==> src/rtl/irtx_pkg.sv <==
package irtx_pkg;

   localparam int SYM_W = 8;
   localparam int LEN_W = 7;

   typedef struct packed {
      logic             dark;
      logic [LEN_W-1:0] len;
   } irtx_sym_t;

   // refill level selected by a 2-bit code
   function automatic int unsigned refill_level(input logic [1:0] code);
      case (code)
         2'd0:    return 1;
         2'd1:    return 7;
         2'd2:    return 17;
         default: return 25;
      endcase
   endfunction

endpackage

==> src/rtl/irtx_fifo.sv <==
module irtx_fifo #(
   parameter int DEPTH = 32,
   parameter int DW    = 8,
   localparam int PTR_W = (DEPTH > 1) ? $clog2(DEPTH) : 1,
   localparam int CNT_W = $clog2(DEPTH + 1)
) (
   input  logic             clk,
   input  logic             rst_n,
   input  logic             push,
   input  logic [DW-1:0]    wdata,
   input  logic             pop,
   input  logic             clear,
   output logic [DW-1:0]    head,
   output logic [CNT_W-1:0] count,
   output logic             full,
   output logic             empty
);

   localparam logic [CNT_W-1:0] CNT_MAX = CNT_W'(DEPTH);
   localparam logic [PTR_W-1:0] PTR_MAX = PTR_W'(DEPTH - 1);

   logic [DW-1:0]    store [DEPTH];
   logic [PTR_W-1:0] wptr, rptr;
   logic             do_push, do_pop;

   assign full    = (count == CNT_MAX);
   assign empty   = (count == '0);
   assign do_pop  = pop && !empty && !clear;
   assign do_push = push && (!full || do_pop) && !clear;
   assign head    = store[rptr];

   function automatic logic [PTR_W-1:0] bump(input logic [PTR_W-1:0] p);
      return (p == PTR_MAX) ? '0 : p + 1'b1;
   endfunction

   always_ff @(posedge clk) begin
      if (do_push) store[wptr] <= wdata;
   end

   always_ff @(posedge clk or negedge rst_n) begin
      if (!rst_n) begin
         wptr  <= '0;
         rptr  <= '0;
         count <= '0;
      end else if (clear) begin
         wptr  <= '0;
         rptr  <= '0;
         count <= '0;
      end else begin
         if (do_push) wptr <= bump(wptr);
         if (do_pop)  rptr <= bump(rptr);
         case ({do_push, do_pop})
            2'b10:   count <= count + 1'b1;
            2'b01:   count <= count - 1'b1;
            default: count <= count;
         endcase
      end
   end

endmodule

==> src/rtl/irtx_runtimer.sv <==
module irtx_runtimer
   import irtx_pkg::*;
(
   input  logic            clk,
   input  logic            rst_n,
   input  logic            tick,
   input  logic            head_valid,
   input  logic [SYM_W-1:0] head_byte,
   input  logic            block,
   output logic            pop,
   output logic            mark_on
);

   irtx_sym_t        sym;
   logic             active;
   logic             dark;
   logic [LEN_W-1:0] remain;
   logic             need;

   assign sym     = irtx_sym_t'(head_byte);
   assign need    = !active || (remain <= LEN_W'(1));
   assign pop     = tick && need && head_valid && !block;
   assign mark_on = active && !dark;

   always_ff @(posedge clk or negedge rst_n) begin
      if (!rst_n) begin
         active <= 1'b0;
         dark   <= 1'b1;
         remain <= '0;
      end else if (tick) begin
         if (pop) begin
            active <= 1'b1;
            dark   <= sym.dark;
            remain <= (sym.len == '0) ? LEN_W'(1) : sym.len;
         end else if (need) begin
            active <= 1'b0;
            dark   <= 1'b1;
            remain <= '0;
         end else begin
            remain <= remain - 1'b1;
         end
      end
   end

endmodule

==> src/rtl/irtx_carrier.sv <==
module irtx_carrier #(
   parameter int CAR_W = 8,
   parameter int PW_W  = 3
) (
   input  logic             clk,
   input  logic             rst_n,
   input  logic [CAR_W-1:0] period,
   input  logic [PW_W-1:0]  pw,
   output logic             car_high
);

   localparam int PROD_W = CAR_W + PW_W + 1;

   logic [CAR_W-1:0]  cnt;
   logic [CAR_W-1:0]  last;
   logic [PROD_W-1:0] prod;
   logic [PROD_W-1:0] hi_len;

   assign last   = (period < CAR_W'(2)) ? CAR_W'(1) : period - 1'b1;
   assign prod   = PROD_W'(period) * (PROD_W'(pw) + PROD_W'(1));
   assign hi_len = prod >> PW_W;
   assign car_high = (PROD_W'(cnt) < hi_len);

   always_ff @(posedge clk or negedge rst_n) begin
      if (!rst_n)            cnt <= '0;
      else if (cnt >= last)  cnt <= '0;
      else                   cnt <= cnt + 1'b1;
   end

endmodule

==> src/rtl/irtx_irq.sv <==
module irtx_irq
   import irtx_pkg::*;
#(
   parameter int CNT_W   = 6,
   parameter bit IRQ_REG = 1'b0
) (
   input  logic             clk,
   input  logic             rst_n,
   input  logic [CNT_W-1:0] count,
   input  logic [1:0]       code,
   input  logic             ie,
   input  logic             gate,
   output logic             irq
);

   logic low;
   assign low = ie && gate && (int'(count) <= int'(refill_level(code)));

   generate
      if (IRQ_REG) begin : g_reg
         logic q;
         always_ff @(posedge clk or negedge rst_n) begin
            if (!rst_n) q <= 1'b0;
            else        q <= low;
         end
         assign irq = q;
      end else begin : g_comb
         assign irq = low;
      end
   endgenerate

endmodule

==> src/rtl/irtx_engine.sv <==
module irtx_engine
   import irtx_pkg::*;
#(
   parameter int DEPTH   = 32,
   parameter int CAR_W   = 8,
   parameter bit IRQ_REG = 1'b0,
   localparam int CNT_W  = $clog2(DEPTH + 1)
) (
   input  logic             clk,
   input  logic             rst_n,
   input  logic             sample_tick,
   input  logic             wr_en,
   input  logic [7:0]       wr_data,
   input  logic             fifo_clear,
   input  logic             cfg_we,
   input  logic [1:0]       cfg_thresh,
   input  logic [2:0]       cfg_pw,
   input  logic [CAR_W-1:0] car_period,
   input  logic             ldata_ie,
   input  logic             irq_gate,
   output logic             ir_out,
   output logic [CNT_W-1:0] fill_count,
   output logic             fifo_full,
   output logic             low_data_irq
);

   localparam logic [1:0] THR_RST = 2'd2;
   localparam logic [2:0] PW_RST  = 3'd4;

   generate
      if (DEPTH < 26) begin : g_bad_depth
         $error("irtx_engine: DEPTH must cover the highest refill level");
      end
      if (CAR_W < 2) begin : g_bad_car
         $error("irtx_engine: CAR_W too small");
      end
   endgenerate

   logic [1:0]       thr_code;
   logic [2:0]       pw_code;
   logic [SYM_W-1:0] head;
   logic             empty;
   logic             pop_req;
   logic             mark_on;
   logic             car_high;

   always_ff @(posedge clk or negedge rst_n) begin
      if (!rst_n) begin
         thr_code <= THR_RST;
         pw_code  <= PW_RST;
      end else if (cfg_we) begin
         thr_code <= cfg_thresh;
         pw_code  <= cfg_pw;
      end
   end

   irtx_fifo #(.DEPTH(DEPTH), .DW(SYM_W)) u_fifo (
      .clk   (clk),
      .rst_n (rst_n),
      .push  (wr_en),
      .wdata (wr_data),
      .pop   (pop_req),
      .clear (fifo_clear),
      .head  (head),
      .count (fill_count),
      .full  (fifo_full),
      .empty (empty)
   );

   irtx_runtimer u_timer (
      .clk        (clk),
      .rst_n      (rst_n),
      .tick       (sample_tick),
      .head_valid (!empty),
      .head_byte  (head),
      .block      (fifo_clear),
      .pop        (pop_req),
      .mark_on    (mark_on)
   );

   irtx_carrier #(.CAR_W(CAR_W), .PW_W(3)) u_car (
      .clk      (clk),
      .rst_n    (rst_n),
      .period   (car_period),
      .pw       (pw_code),
      .car_high (car_high)
   );

   irtx_irq #(.CNT_W(CNT_W), .IRQ_REG(IRQ_REG)) u_irq (
      .clk   (clk),
      .rst_n (rst_n),
      .count (fill_count),
      .code  (thr_code),
      .ie    (ldata_ie),
      .gate  (irq_gate),
      .irq   (low_data_irq)
   );

   assign ir_out = mark_on && car_high;

endmodule

==> config.mk <==
export PLATFORM = sky130hd
export DESIGN_NAME = irtx_engine
export DESIGN_NICKNAME = d
export VERILOG_FILES = /design/src/rtl/irtx_pkg.sv /design/src/rtl/irtx_fifo.sv /design/src/rtl/irtx_runtimer.sv /design/src/rtl/irtx_carrier.sv /design/src/rtl/irtx_irq.sv /design/src/rtl/irtx_engine.sv
export SDC_FILE = /design/constraint.sdc
export NUM_CORES = 1
export LEC_CHECK = 0
export BUFFER_PORTS_ARGS = -buffer_cell sky130_fd_sc_hd__buf_4
export CAP_MARGIN = 20
export CELL_PAD_IN_SITES_DETAIL_PLACEMENT = 1
export CELL_PAD_IN_SITES_GLOBAL_PLACEMENT = 1
export CORE_AREA = 10 10 171 173
export CTS_CLUSTER_SIZE = 28
export DETAILED_ROUTE_END_ITERATION = 6
export DIE_AREA = 0 0 181 183
export PLACE_DENSITY = 0.88
export SLEW_MARGIN = 20
export SYNTH_ARGS = -nofsm -noshare
export SYNTH_HDL_FRONTEND = slang
export SYNTH_SLANG_ARGS = --single-unit
==> constraint.sdc <==
create_clock -name clk -period 6.6 [get_ports clk]
set_input_delay 0.66 -clock clk [delete_from_list [all_inputs] [get_ports clk]]
set_output_delay 0.66 -clock clk [all_outputs]
set_load 0.01 [all_outputs]
-- After elaboration in Yosys (flattened, before gate mapping)
Memory sizes are Yosys's and may differ from the RTL's.
Cells that the tools add are included.
- muxes and demuxes: 20
- multiply operators: 1
- $lt $le $gt $ge: 5
- add/sub/neg operators: 8
- reduce and logical (&&, ||, !) cells: 26
- eq/ne operators: 7
- operators by type and width (kind ; number):
    two-way mux 5 bit ; 6
    two-way mux 7 bit ; 3
    two-way mux 8 bit ; 2
    one-hot mux 5 bit (3 select lines) ; 1
    multiplier 8 x 12 -> 12 bit ; 1
    one-hot mux 6 bit (2 select lines) ; 1
    logical AND 1 bit ; 11
    adder 5 x 1 -> 5 bit (second input constant) ; 2
    equality test 5 bit (second input constant) ; 2
    < comparator 8 x 9 -> 1 bit ; 1
    adder 8 x 1 -> 8 bit (second input constant) ; 1
    greater-or-equal comparator 8 bit ; 1
    < comparator 8 x 2 -> 1 bit (second input constant) ; 1
    subtractor 8 x 1 -> 8 bit (second input constant) ; 1
    <= comparator 7 x 1 -> 1 bit (second input constant) ; 1
    zero test 7 bit ; 1
    subtractor 7 x 1 -> 7 bit (second input constant) ; 1
    adder 6 x 1 -> 6 bit (second input constant) ; 1
    equality test 6 bit (second input constant) ; 1
    <= comparator 6 x 5 -> 1 bit ; 1
    zero test 6 bit ; 1
    two-way mux 1 bit ; 6
    two-way mux 6 bit ; 1
    nonzero test 2 bit ; 3
    other kinds (9) ; 16
- bits in registers: 38
- input bits: 29
- memories kept: 1
- output and inout bits: 9
- RAM bits: 256
- memory list (memory ; words ; bits a word ; rd ports ; clocked after memory_dff ; wr ports ; line ; text):
    u_fifo.store ; 32 ; 8 ; 1 ; 0 ; 1 ; irtx_fifo.sv:22 ; logic [DW-1:0] store [DEPTH];

-- Longest topological paths before layout
Gate-level depths: netlist of the first run.
- depth in word-level cells: 13
- gate-level depth with buffers: 21

-- Modules after synthesis
A second synthesis of the first run with hierarchy kept.
- cells, all modules: 835
- area total of the unflattened synthesis: 13764.5 µm²
- by module, submodules not included (module ; times used ; cells each ; seq. area each (µm²) ; area an instance (µm²)):
    irtx_fifo ; 1 ; 535 ; 8087.8 ; 11066.9
    irtx_carrier ; 1 ; 212 ; 200.2 ; 1804.2
    irtx_runtimer ; 1 ; 61 ; 226.5 ; 578.1
    irtx_engine ; 1 ; 12 ; 127.6 ; 193.9
    irtx_irq ; 1 ; 15 ; 0.0 ; 121.4

-- Least setup slack after synthesis of the first run
OpenSTA, ideal clock, no wires.
- path kind: register to output
- start point: register pw_code[0]
- end point: output ir_out
- buffers on the path: 0
- data arrival time: 4.239 ns
- stages on the path, launching flop included: 22
- path slack: 1.701 ns
- path through: dfrtp_1 > ha_1 > xor2_1 > nand2_1 > fa_1 > inv_1 > fa_1 > inv_1 > fa_1 > inv_1 > a21oi_1 > o21ai_0 > a21o_1 > a21o_1 > xnor2_1 > ha_1 > o21ai_0 > a21oi_1 > o21ai_0 > nand2b_1 > a21oi_1 > o211a_1
- word-level cells in the longest chain between the ends: 4
- ends and longest elaborated chain (element ; line ; text):
    start: declaration ; irtx_engine.sv:40 ; logic [2:0] pw_code;
    start signal: assignment ; irtx_engine.sv:53 ; pw_code <= cfg_pw;
    adder 3 x 1 -> 4 bit ; irtx_carrier.sv:20 ; assign prod = PROD_W'(period) * (PROD_W'(pw) + PROD_W'(1));
    multiplier 8 x 12 -> 12 bit ; irtx_carrier.sv:20 ;
    < comparator 8 x 9 -> 1 bit ; irtx_carrier.sv:22 ; assign car_high = (PROD_W'(cnt) < hi_len);
    logical AND 1 bit ; irtx_engine.sv:99 ; assign ir_out = mark_on && car_high;
    end: declaration ; irtx_engine.sv:21 ; output logic ir_out,
No other way between the ends.

-- Worst setup path in the final report of the first run
Ends and elaborated chain as after synthesis.

==> results of run 1 <==
-- layer usage --
layer | global-route usage [%] | wire length (um) | up-vias | share of wire, %
met5 | 0 | 0 | - | 0
met2 | 33.2 | 16400 | 298 | 49
met1 | 25.5 | 13700 | 4065 | 41
met4 | 5.63 | 878 | 0 | 2.6
li1 | - | - | 3411 | -
met3 | 4.02 | 2270 | 68 | 6.8
-- where the power goes --
group	switching [mW]	internal [mW]	leakage [nW]
clock	0.694	0.913	0.446
sequential	0.167	2.09	2.79
combinational	0.559	0.533	2.12
-- logic make-up (layout without fill, tap and decap cells) --
kind of cell	after synthesis	in the layout	synth area share (%)
DFF	294	294	64.2
and+or+nand+nor	208	208	7.50
AOI/OAI and AO/OA	113	113	5.51
muxes	99	99	13.3
buffers and inverters	71	133	2.14
adders and majority gates	58	58	6.06
xor gates and xnor gates	21	21	1.37
-- repair_timing --
| item | 4_1_cts | 5_1_grt |
|---|---|---|
| buffers inserted | 0 | 0 |
| hold buffers | 0 | 0 |
| endpoints found under the setup margin | 0 | 1 |
| gates resized for setup | 0 | 1 |
-- flip-flops by register name, summed over array words and instances (netlist names), 2 cells and up --
name / cells
u_timer.remain: 7
u_fifo.count: 6
u_car.cnt: 8
u_fifo.wptr: 5
u_fifo.rptr: 5
pw_code: 3
u_fifo.store: 256
thr_code: 2
-- stage by stage --
stage	hold slack, ps	util (%)
global route	102	58.2
detailed placement	515	54.6
floorplan	364	-
global placement	488	54.6
CTS	99.4	58.1
finish	75.1	58.2
-- synthesized netlist by cell type (4+ instances only) --
master,n,share of area [%]
a21o_1,11,0.61
a21oi_1,24,0.89
a22oi_1,13,0.72
a31oi_1,5,0.23
and2_1,20,0.93
and3_1,7,0.33
buf_2,11,0.41
clkbuf_1,16,0.45
dfrtp_1,35,6.5
edfxtp_1,256,57
fa_1,12,1.8
ha_1,46,4.3
inv_1,37,1.0
mux2_2,5,0.42
mux2i_1,30,2.2
mux4_2,63,11
nand2_1,39,1.1
nand2b_1,13,0.60
nand3_1,23,0.85
nand3b_1,4,0.22
nor2_1,73,2.0
nor2b_1,4,0.19
nor3_1,9,0.33
nor4_1,5,0.23
o2111ai_1,4,0.26
o21ai_0,28,1.0
o22a_1,4,0.26
xnor2_1,8,0.52
xor2_1,13,0.85
-- area by class of cell --
| class | instances | area (sq um) | share of cell area [%] |
|---|---|---|---|
| well taps | 335 | 419 | 2.80 |
| flip-flops and latches | 294 | 8650 | 57.7 |
| inverters | 39 | 146 | 0.977 |
| clock buffers | 40 | 787 | 5.25 |
| clock inverters | 13 | 126 | 0.843 |
| multi-input cells | 499 | 4550 | 30.3 |
| repair buffers | 41 | 308 | 2.05 |
-- final timing paths --
check	end	cells after the start	startpoint	slack (ps)
setup / recovery	ir_out	22	pw_code[0]	590
hold / removal	u_fifo.count[5]	1	rst_n	80
setup reg to reg	u_fifo.store[20][6]	7	u_timer.remain[3]	2480
hold reg to reg	u_timer.remain[4]	1	u_timer.remain[4]	540
max in group asynchronous	u_fifo.rptr[0]	1	rst_n	6110
min in group clk	thr_code[1]	2	cfg_we	340
-- worst max-delay path, cell delays in order (launching register included) --
cell and delay, ps:
dfrtp_1 500, ha_1 240, xor2_2 310, nand2_1 130, fa_1 510, inv_1 50
fa_1 570, inv_1 70, fa_1 450, inv_1 70, a21oi_1 60, o21ai_0 310
a21o_1 170, a21o_1 140, xnor2_1 130, ha_1 250, o21ai_0 80, a21oi_1 50
o21ai_0 180, nand2b_1 80, a21oi_1 150, o211a_1 190, buf_4 120
==> results, run 1 <==
- The placement-stage worst setup slack is 982 ps.
- The path class of the tightest hold or removal check is primary input to async pin.
- Dividing the final minimum period by the clock period gives 91.1%.
- After synthesis the cells add up to 13500 sq um.
- Leaving out fill and tap cells, the most frequent cell in the layout is edfxtp_1.
- The final route contains 7842 vias.
- The number of antenna violations at the first check in global routing is 0.
- Synthesis produced 864 cells.
- For this run, the post-layout net count is a little under 1000.
- The total instance count after detailed placement is 1208.
- The placeable core region is 25800 sq um.
- The final hold violation count is 0.
- The most used flip-flop cell after synthesis is edfxtp_1.
- The worst ir drop on vdd is about 0.24 mV.
- The maximum clock rate is 0.166 GHz.
- The filler cell count is 2390.
- The slew at the pin with the worst max-slew slack is 1080 ps.
- The top cell types in the final layout, fill and taps aside, are edfxtp_1, nor2_1, mux4_2, ha_1, buf_4.
- Of all nets on the critical path, the largest fanout is 10.
- The number of rows created at floorplan is a little under 60.
- The post-route setup TNS is 0 ps.
- The total track usage is between 10% and 20%.
- The via-per-instance ratio is 6.22.
- After synthesis the netlist holds a flip-flop and latch count of between 200 and 300.
- The detailed router finished its first iteration with just under 900 violations.
- Data on the critical path is required at its endpoint by 5940 ps.
- The final RePlAce weighted congestion is a little over 0.8.
- Leaving out filler cells and counting taps, the final layout contains 1261.
- Relative to the synthesized area, the layout overhead comes to 11.2%.
- The wire length of the first global-routing pass is 51500 um.
- Setup repair after global routing left no endpoint under its margin.
- Clock tree synthesis selected as its root buffer the cell clkbuf_16.
- After layout, the design draws a total of 4.96 mW.
- The arrival time of data at the critical path endpoint is 5350 ps.
- For this run, the detailed router's first-pass iteration total came to 6.
- The ratio of cells with drive above 1 in the final layout is 17.3%.
- The floorplan die height is roughly 180 um.
- Summed over all cells, the static leakage comes to 5.36 nW.
- The run finished with clean final reports.
- For this design, the sink count on the clock tree is 294.
- The post-route DRC violation count is 0.
- TritonCTS built the clock tree.
- The count of pins over their slew limit is 0.
- During I/O placement, the number of pins put on the boundary was 38.
- The count of endpoints failing setup in the final report is 0.
- The die is 181 um wide.
- Dividing the detail-routed wire length by the instance count gives 26.4 um.
- The shortest clock period the worst path allows after layout is about 6000 ps.
- The number of synthesized flops with an enable pin is between 200 and 300.
- For this design the ratio of total power to cell area is 331 nW/um^2.
- Global routing finished with a remaining overflow of 0.
- The share of the Yosys chip area taken by registers is 64.2%.
- The average instance in the mapped netlist occupies around 16 sq um.
- The estimated wirelength of the detail-placed design is 21100 um.
- The count of buffers added on input and output ports is 37.
- The proportion of synthesized flip-flops having asynchronous set or reset is between 10 and 15%.
- Clock latency on the worst-skew pair, taken at its later pin, is roughly 570 ps.
- The worst setup path is captured at an output pin.
- TritonCTS created 29 clock buffers.
- In this run the remaining antenna-violating nets after routing total 0.
- The worst relative slew slack is between 20% and 30%.
- The total routed wirelength is about 33000 um.
- The clock skew is roughly 18 ps.
- The placed instances occupy a cell area of around 14000 sq um.
- The number of H-tree branching levels is 1.
- The final cell area excluding filler cells is around 15000 sq um.
- The pin count of the biggest net entering global routing is 54.
- The clock-pin slew on the worst setup and hold paths is 60 ps.
- The number of distinct library cell variants in the gate-level netlist after synthesis is 58.
- The worst setup path is launched from a register.
- The longest clock path from root to sink contains 3 buffers.
- The repair_antennas step left the layout with diodes totalling 0.
- The starting density of the core is 52.3%.
- The count of synthesis-stage warnings from yosys is 0.
- The via count of the first global-routing pass is 8535.
- The max-cap violation count is 0.
- The die area is 33100 sq um.
- The total nets after synthesis is 951.
- The worst setup path is of the register to output pin kind.
- Setup slack closes at 587 ps.
Power figures use the tool's default switching activity.
==> inputs of run 2 (changes only) <==
Settings changed: CELL_PAD_IN_SITES_DETAIL_PLACEMENT 1 to 0, SKIP_LAST_GASP set to 1.
==> run 2 against run 1 <==
  * Critical path depth did not move
  * Combinational power fell by 4%
  * Setup slack got worse by 33 ps
==> results, run 2 (synthesis gave the netlist of run 1 again) <==
- The endpoint kind of the worst setup timing path is an output pin.
- At the pin with the least slew margin, the transition time is 939 ps.
- The final global-route overflow total is 0.
- In this run the tool buffered the top-level ports with 37 buffer cells.
- The layout overhead on the synthesized area is 11.7%.
- The number of rows created at floorplan is 59.
- After clock tree synthesis, the setup repair step added 0 buffers.
- The largest registers in the layout are u_fifo.store (256), u_car.cnt (8), u_timer.remain (7).
- Dividing the detail-routed via count by the number of cells gives 6.01.
- The cell type group with the largest total delay on the critical path is adder cells.
- The run finished with clean final reports.
- The maximum clock rate is 0.165 GHz.
- Together, buffers and inverters on the worst path number 4.
- The number of nets with antenna violations after detailed routing is 0.
- Once the clock tree was built, the resizer swapped 0 gates to a different size.
- The clock network is responsible for 33.8% of the overall power.
- The total power of the final layout is 4.98 mW.
- The total track usage is 16.7%.
- The pin count of the biggest net entering global routing is 54.
- With fillers left out, the area of the finished cells amounts to 15000 sq um.
- For this design the static power due to leakage is 5.40 nW.
- The critical path runs through a total of 22 cells.
- The clock skew is 26.5 ps.
- Counting cells, the worst reg-to-reg path comes to 7.
- In this run the cell area measured after placement is between 10000 and 15000 sq um.
- In this run the worst path has a maximum fanout of 10.
- Counting I/O delays and the setup requirement, the final critical path takes 6050 ps.
- The starting density of the core is 52.3%.
- The final RePlAce weighted congestion is 0.806.
- The share of total power dissipated in sequential elements is between 40% and 50%.
- The register with the most flip-flops in the final layout is u_fifo.store.
- The number of sinks handled by clock tree synthesis is 294.
- The number of antenna violations at the first check in global routing is 0.
- The post-route DRC violation count is 0.
- For this block, the routed nets add up to 27700 um of wire.
- Across the run, the number of max-cap violations was 0.
- The largest individual stage delay along the critical path comes from the cell fa_1.
- For this design the total switching power over the nets is 1.37 mW.
- The number of H-tree branching levels is 1.
- Cell internal power was estimated by the tool at 3.61 mW.
- The post-route setup TNS is 0 ps.
- The placeable core region is 25800 sq um.
- The largest stage delay on the critical path is 560 ps.
- The total of hold buffers inserted after clock tree synthesis is 0.
- Summed over all nets, the half-perimeter wirelength after detailed placement is between 15000 and 20000 um.
- The leading cell type in the layout, fill and taps excluded is edfxtp_1.
- Of the cells placed in the final design, the portion with a size suffix greater than 1 is 18.2%.
- The library cells used most frequently in the layout, excluding fill and tap cells, are edfxtp_1, nor2_1, mux4_2, ha_1, buf_4.
- Setup repair after global routing left no endpoint under its margin.
- The first routing iteration left a little over 700 violations.
- The category of the worst setup path launch point is a register.
- The TritonCTS clock tree is done.
- The clock-pin slew on the worst setup and hold paths is 60 ps.
- In the finished design, the share of the clock period the worst path needs comes to 91.6%.
- The count of endpoints failing setup in the final report is 0.
- The power density over the cells is 331 nW/um^2.
- The maximum count of clock buffers along a single path is 3.
- Combinational cells account for between 20% and 30% of the total power.
- For the worst setup path, the data required time is 5940 ps.
- The worst relative slew slack is 37.2%.
- The via count of the first global-routing pass is 7712.
- The floorplan die height is 183 um.
- The later pin in the worst-skew pair is clocked with a latency of 560 ps.
- Walking the worst path, the cells encountered are ha_1, xor2_1, nand2_1, fa_1, inv_1, fa_1, inv_1, fa_1, inv_1, a21oi_1, o21ai_0, a21o_1, a21o_1, xnor2_1, ha_1, o21ai_0, a21oi_1, o21ai_0, nand2b_1, a21oi_1, o211a_1, buf_4.
- The first detailed-routing pass took 5 iterations.
- The via count of the routed design is 7567.
- The routed length per instance is 22.0 um.
- For this design the top-level I/O count stands at 38.
- The critical path is of the register to output pin type.
- In this run switching power makes up 27.5% of total power.
- The die area is 33100 sq um.
- The final hold violation count is 0.
- The worst-case IR drop observed on VDD is 0.258 mV.
- The arrival time of data at the critical path endpoint is ~5400 ps.
- The tightest min-delay check is of the primary input to async pin type.
- TritonCTS created 30 clock buffers.
- In the final design database the tool counted 992 nets.
- The first global-routing pass estimated 44400 um of wire.
- The count of antenna diodes in the layout is 0.
- The count of pins over their slew limit is 0.
- The register with the most flip-flops in the layout has 256 of them.
- The die boundary width is between 150 and 200 um.
- The cell sitting at the root of the clock tree is a clkbuf_16.
## run 2: routing by layer
| layer | track usage (%) | wire length, um | vias up |
|---|---|---|---|
| met5 | 0 | 0 | - |
| met2 | 27.5 | 13400 | 280 |
| met4 | 3.19 | 495 | 0 |
| li1 | - | - | 3422 |
| met3 | 3.21 | 2010 | 44 |
| met1 | 23.0 | 11800 | 3821 |
## run 2: stage by stage
step | utilization (%) | hold WS [ps] | instances | setup slack (ps)
2_1_floorplan | - | 364 | 864 | 1700
3_3_place_gp | 54.6 | 488 | 1208 | 1210
3_5_place_dp | 54.6 | 496 | 1208 | 1100
4_1_cts | 58.4 | 82.5 | 1260 | 513
5_1_grt | 58.4 | 108 | 1260 | 118
6_report | 58.4 | 73.0 | 1260 | 553
## run 2: layout make-up
class | count | area [sq um]
tap | 335 | 419
timing repair buffer | 41 | 308
clock inverter | 19 | 226
fill | 1938 | 10700
clock buffer | 33 | 762
sequential | 294 | 8650
multi-input combinational | 499 | 4540
inverter | 39 | 146
## run 2: final timing paths
| path | to | from | slack, ps |
|---|---|---|---|
| setup / recovery | ir_out | pw_code[0] | 550 |
| hold / removal | u_fifo.count[5] | rst_n | 70 |
| setup reg to reg | u_fifo.store[4][4] | u_timer.remain[3] | 2770 |
| hold reg to reg | u_timer.remain[5] | u_timer.remain[5] | 500 |
| max in group asynchronous | u_fifo.rptr[1] | rst_n | 6120 |
| min in group clk | thr_code[1] | cfg_we | 330 |
## run 2: power by group through the flow
stage	clock (mW)	combinational [mW]	sequential [mW]
2_1_floorplan	0	0.856	2.19
3_3_place_gp	0	1.02	2.29
3_5_place_dp	0	1.04	2.29
4_1_cts	1.71	1.05	2.26
5_1_grt	1.79	1.17	2.27
6_report	1.68	1.05	2.25
